<file path="src/rtl/brd_cfg_pkg.sv">
package brd_cfg_pkg;

  localparam logic [7:0] OFS_DATA = 8'hA0;
  localparam logic [7:0] OFS_CTRL = 8'hA4;
  localparam logic [7:0] OFS_STAT = 8'hA8;

  localparam int STAT_W   = 2;
  localparam int ST_DONE  = 0;
  localparam int ST_ERR   = 1;

  localparam int MASK_LO  = 18;
  localparam int NCMD     = 2;
  localparam int CMD_OFF  = 0;
  localparam int CMD_BOOT = 1;

  typedef struct packed {
    logic data;
    logic ctrl;
    logic stat;
  } cfg_sel_t;

endpackage

</file>
<file path="src/rtl/cfg_addr_dec.sv">
module cfg_addr_dec
  import brd_cfg_pkg::*;
#(
  parameter int          ADDR_W     = 8,
  parameter int          ID_W       = 12,
  parameter logic [11:0] VARIANT_ID = 12'h190
) (
  input  logic [ADDR_W-1:0] addr,
  input  logic [ID_W-1:0]   board_id,
  output cfg_sel_t          sel
);

  logic present;

  always_comb begin
    present  = (board_id == ID_W'(VARIANT_ID));
    sel.data = present && (addr == ADDR_W'(OFS_DATA));
    sel.ctrl = present && (addr == ADDR_W'(OFS_CTRL));
    sel.stat = present && (addr == ADDR_W'(OFS_STAT));
  end

endmodule

</file>
<file path="src/rtl/cfg_cmd_unit.sv">
module cfg_cmd_unit
  import brd_cfg_pkg::*;
#(
  parameter int          DATA_W   = 32,
  parameter logic [31:0] OFF_WORD = 32'hC080_0000,
  parameter logic [31:0] BOOT_WORD = 32'hC090_0000
) (
  input  logic              clk,
  input  logic              rst,
  input  logic              we_ctrl,
  input  logic              we_stat,
  input  logic [DATA_W-1:0] wdata,
  output logic [DATA_W-1:0] ctrl_q,
  output logic [STAT_W-1:0] stat_q,
  output logic              off_req,
  output logic              boot_req
);

  localparam logic [DATA_W-1:0] KEEP_MASK = ~(DATA_W'(3) << MASK_LO);
  localparam logic [DATA_W-1:0] CMD_TAB [NCMD] = '{DATA_W'(OFF_WORD), DATA_W'(BOOT_WORD)};

  logic [DATA_W-1:0] masked;
  logic [NCMD-1:0]   hit;

  assign masked = wdata & KEEP_MASK;

  for (genvar i = 0; i < NCMD; i++) begin : g_match
    assign hit[i] = (masked == CMD_TAB[i]);
  end

  always_ff @(posedge clk) begin
    if (rst) begin
      ctrl_q   <= '0;
      stat_q   <= '0;
      off_req  <= 1'b0;
      boot_req <= 1'b0;
    end else begin
      off_req  <= 1'b0;
      boot_req <= 1'b0;
      if (we_ctrl) begin
        ctrl_q          <= masked;
        stat_q          <= '0;
        stat_q[ST_DONE] <= 1'b1;
        stat_q[ST_ERR]  <= ~|hit;
        off_req         <= hit[CMD_OFF];
        boot_req        <= hit[CMD_BOOT];
      end else if (we_stat) begin
        stat_q <= wdata[STAT_W-1:0];
      end
    end
  end

endmodule

</file>
<file path="src/rtl/cfg_rd_mux.sv">
module cfg_rd_mux
  import brd_cfg_pkg::*;
#(
  parameter int DATA_W = 32
) (
  input  cfg_sel_t          sel,
  input  logic [DATA_W-1:0] data_q,
  input  logic [DATA_W-1:0] ctrl_q,
  input  logic [STAT_W-1:0] stat_q,
  output logic [DATA_W-1:0] rd_val
);

  always_comb begin
    rd_val = '0;
    unique case (1'b1)
      sel.data: rd_val = data_q;
      sel.ctrl: rd_val = ctrl_q;
      sel.stat: rd_val = DATA_W'(stat_q);
      default:  rd_val = '0;
    endcase
  end

endmodule

</file>
<file path="src/rtl/brd_cfg_regs.sv">
module brd_cfg_regs
  import brd_cfg_pkg::*;
#(
  parameter int          ADDR_W     = 8,
  parameter int          DATA_W     = 32,
  parameter int          ID_W       = 12,
  parameter logic [11:0] VARIANT_ID = 12'h190,
  parameter logic [31:0] OFF_WORD   = 32'hC080_0000,
  parameter logic [31:0] BOOT_WORD  = 32'hC090_0000
) (
  input  logic              clk,
  input  logic              rst,
  input  logic [ADDR_W-1:0] bus_addr,
  input  logic              bus_wr,
  input  logic [DATA_W-1:0] bus_wdata,
  input  logic [ID_W-1:0]   board_id,
  output logic [DATA_W-1:0] rd_data,
  output logic              pwr_off_req,
  output logic              reboot_req
);

  cfg_sel_t          sel;
  logic [DATA_W-1:0] data_q;
  logic [DATA_W-1:0] ctrl_q;
  logic [STAT_W-1:0] stat_q;
  logic [DATA_W-1:0] rd_val;

  cfg_addr_dec #(
    .ADDR_W(ADDR_W), .ID_W(ID_W), .VARIANT_ID(VARIANT_ID)
  ) u_dec (
    .addr(bus_addr), .board_id(board_id), .sel(sel)
  );

  cfg_cmd_unit #(
    .DATA_W(DATA_W), .OFF_WORD(OFF_WORD), .BOOT_WORD(BOOT_WORD)
  ) u_cmd (
    .clk(clk), .rst(rst),
    .we_ctrl(bus_wr && sel.ctrl), .we_stat(bus_wr && sel.stat),
    .wdata(bus_wdata), .ctrl_q(ctrl_q), .stat_q(stat_q),
    .off_req(pwr_off_req), .boot_req(reboot_req)
  );

  cfg_rd_mux #(.DATA_W(DATA_W)) u_mux (
    .sel(sel), .data_q(data_q), .ctrl_q(ctrl_q), .stat_q(stat_q), .rd_val(rd_val)
  );

  always_ff @(posedge clk) begin
    if (rst) begin
      data_q  <= '0;
      rd_data <= '0;
    end else begin
      rd_data <= rd_val;
      if (bus_wr && sel.data) data_q <= bus_wdata;
    end
  end

endmodule

</file>
<file path="config.mk">
export PLATFORM = sky130hd
export DESIGN_NAME = brd_cfg_regs
export DESIGN_NICKNAME = d
export VERILOG_FILES = /design/src/rtl/brd_cfg_pkg.sv /design/src/rtl/cfg_addr_dec.sv /design/src/rtl/cfg_cmd_unit.sv /design/src/rtl/cfg_rd_mux.sv /design/src/rtl/brd_cfg_regs.sv
export SDC_FILE = /design/constraint.sdc
export NUM_CORES = 1
export LEC_CHECK = 0
export BUFFER_PORTS_ARGS = -buffer_cell sky130_fd_sc_hd__buf_2
export CAP_MARGIN = 25
export CELL_PAD_IN_SITES_DETAIL_PLACEMENT = 0
export CELL_PAD_IN_SITES_GLOBAL_PLACEMENT = 1
export CORE_MARGIN = 1.5
export CORE_UTILIZATION = 45
export DETAILED_ROUTE_END_ITERATION = 12
export MAX_ROUTING_LAYER = met4
export PLACE_DENSITY_LB_ADDON = 0.1
export SLEW_MARGIN = 20
export SYNTH_ARGS = -nofsm -noshare
export SYNTH_HDL_FRONTEND = slang
export SYNTH_HIERARCHICAL = 1
export SYNTH_SLANG_ARGS = --single-unit
</file>
<file path="constraint.sdc">
create_clock -name clk -period 4.98 [get_ports clk]
set_input_delay 0.498 -clock clk [delete_from_list [all_inputs] [get_ports clk]]
set_output_delay 0.498 -clock clk [all_outputs]
set_load 0.02 [all_outputs]
</file>
==> impl_metrics.yaml <==
power:
  combPwrFrac_pct: 4.5
  netSwitchingPower_mw: 0.3182
  p_per_area_mw_per_mm2: 298.7
  pwr-share-seq_pct: 55.1
  p_leak_nw: 1.825
  total_power_mw: 1.420
  swShare_pct: 22.40
  p_clk_share_pct: 40.4
  ir_worst_vdd_uv: 176.6
  p_int_mw: 1.102
yosys:
  avgSynthCellArea_um2: 10.65
  synth-compound-area-share_pct: 21.44
  ys_types: 25
  synth_top_area_cell: "dfxtp_1"
  synth_adder_area_share_pct: 0
  synthSimpleGateAreaFrac_pct: 16.78
  seq_area_frac_synth_pct: 47.49
  synth_cells: 388
  synth_xor_area_share_pct: 0
  netlist.area_leader.share_pct: 47.49
  synth.area.top_cells: "dfxtp_1 47%, a21bo_1 7.8%, mux2i_1 7.8%"
  synth_seq_cells: 98
  synth_area_mm2: 0.004131
  synth_mux_area_share_pct: 7.753
  synth_top_family_by_area: "compound AO/OA/AOI/OAI gates"
  yosysWarnings: 6
grt:
  grt_pass1_wl_um: 14210
  antenna_found_initial: 0
  grt_max_degree: 97
  grt_use_total_pct: 18.69
  grt-ovfl-total: 0
  grt_pass1_vias: 2814
timing:
  drv_slew: 0
  fin_crit_ns: 2.792
  finalCritPeriodShare_pct: 56.07
  slew_headroom_pct: 34.45
  fin_worst_skew_ns: 0.009660
  hold_viol: 0
  rsz0062_at_grt: "false"
  setup_viol: 0
  setup_tns_ns: 0
  worst_pin_slew_ns: 0.9833
  hold_ws_ns: 0.3771
  maxClockFrequency_ghz: 0.3582
floorplan:
  dieArea_mm2: 0.009764
  rows: 34
  start_util_pct: 46.92
  fp.dieH_um: 98.82
  core_area_mm2: 0.008806
  io_pins: 89
  fp.dieW_um: 98.82
clocking:
  cts_tree: "built"
  cts.sinks: 98
  cts_made_buffers: 9
  clk_pin_slew_worst_paths_ns: 0.09
  cts_htree_levels: 3
  cts_buffer_depth: 2
  cts_setup_buffers: 0
  clk_latency_ns: 0.36
  root_buffer: "clkbuf_8"
  hold_buffers: 0
  cts_resized: 0
run_status:
  violations: "design-rule violations"
  outcome: "finished with violations"
route:
  routed_wl_um: 8482
  drt_iter0_markers: 124
  final_antenna_net_count: 0
  drcViolationCount: 5
  wl_per_cell_um: 14.91
  met1Wirelength_um: 4325
  avgViaCountPerCell: 5.234
  route.met3.wl_um: 300
  wl_met2_um: 3735
  vias: 2978
  dr.pass1.iters: 8
  highest_layer: "met4"
critical_path:
  path_cells: "buf_2 -> nor4b_2 -> nand4b_1 -> nor4b_4 -> buf_4 -> and2_2 -> nor4b_2 -> nand4_1 -> nor4b_2"
  reg2reg_from: "u_cmd/stat_q[1]$_SDFFE_PP0P_"
  startpoint: "board_id[1]"
  end_kind: "flop"
  criticalPathCategory: "in -> reg"
  critPathSlowestCell: "and2_2"
  start_kind: "input pin"
  worst_path_largest_cell_delay_ns: 0.49
  critical_path_required_ns: 5.24
  cpMostUsedCell: "nor4b_2"
  worstPathMaxFanout: 33
  critical_path_arrival_ns: 3.05
final_layout:
  syn_to_final_growth_pct: 15.08
  fin_util_pct: 53.99
  final_cell_mix: "98 x dfxtp_1, 87 x buf_2"
  drive_gt1_share_pct: 32.10
  final_common_cell: "dfxtp_1"
  diodes: 0
  fin_nets: 511
worst_hold_path:
  hold_path_class: "in -> reg"
  min-delay-start: "bus_wdata[20]"
placement:
  place_congestion: 0.7090
  hpwl_um: 5283
  portBuffers: 88
job:
  drv_cap: 0
cell type report:
| type | count | area [um2] |
|---|---|---|
| Clock buffer | 10 | 137.6 |
| Fill cell | 814 | 4051 |
| Clock inverter | 6 | 88.84 |
| Multi-Input combinational cell | 250 | 1923 |
| Timing Repair Buffer | 93 | 493.0 |
| Inverter | 4 | 15.01 |
| Tap cell | 108 | 135.1 |
| Sequential cell | 98 | 1962 |
state kept, by name, summed over array words and instances (netlist names):
signal and cells:
data_q 32, rd_data 32, u_cmd/boot_req 1, u_cmd/ctrl_q 30, u_cmd/off_req 1, u_cmd/stat_q 2
power groups by stage:
stage | registers, mW | clock network [mW] | logic [mW]
floorplan | 0.801 | 0 | 0.0289
global placement | 0.801 | 0 | 0.0623
detailed placement | 0.801 | 0 | 0.0643
CTS | 0.783 | 0.590 | 0.0644
global route | 0.783 | 0.622 | 0.0696
finish | 0.783 | 0.574 | 0.0634
logic make-up after synthesis:
family                 Yosys count
and+or+nand+nor                117
AOI/OAI and AO/OA               99
DFF                             98
buffers and inverters           41
muxes                           32
other                            1
stage by stage:
stage / instance area (um2) / setup WS, ns / std cells
5_1_grt: 4755 / 1.975 / 569
6_report: 4755 / 2.188 / 569
4_1_cts: 4755 / 2.124 / 569
2_1_floorplan: 4135 / 2.648 / 389
3_5_place_dp: 4528 / 1.747 / 553
3_3_place_gp: 4508 / 1.824 / 552
final timing paths:
kind                                    to  slack, ns  depth (start not counted)
max              u_cmd/boot_req$_SDFF_PP0_       2.19                          9
min               u_cmd/off_req$_SDFF_PP0_       0.38                          2
max reg2reg          rd_data[1]$_SDFF_PP0_       3.93                          3
min reg2reg  u_cmd/ctrl_q[21]$_SDFFE_PP0P_       0.50                          2
cells in the mapped netlist:
library cell / count
a21bo_1: 32
mux2i_1: 32
and2_1: 2
a21oi_1: 6
nand2_1: 1
nor4_1: 5
nand4b_1: 1
nand4_1: 2
nor4_2: 3
a222oi_1: 2
dfxtp_1: 98
a22o_1: 30
nand3_1: 32
nor4bb_1: 2
buf_6: 7
nor2b_1: 32
clkbuf_1: 4
o21a_1: 1
conb_1: 1
nor2_1: 31
buf_2: 15
nor4b_2: 6
buf_4: 11
inv_1: 4
a21oi_2: 28
metal layers:
layer | vias up | global-route usage (%)
li1 | 1508 | -
met1 | 1396 | 25.74
met2 | 65 | 27.27
met3 | 9 | 3.121
met4 | 0 | 7.582
met5 | - | -
critical path, delay by kind of cell:
| kind | cells | cell delay, ns |
|---|---|---|
| buffers and inverters | 2 | 0.49 |
| AND/OR/NAND/NOR | 7 | 2.06 |
No activity file was read; power rests on OpenSTA's default activity.
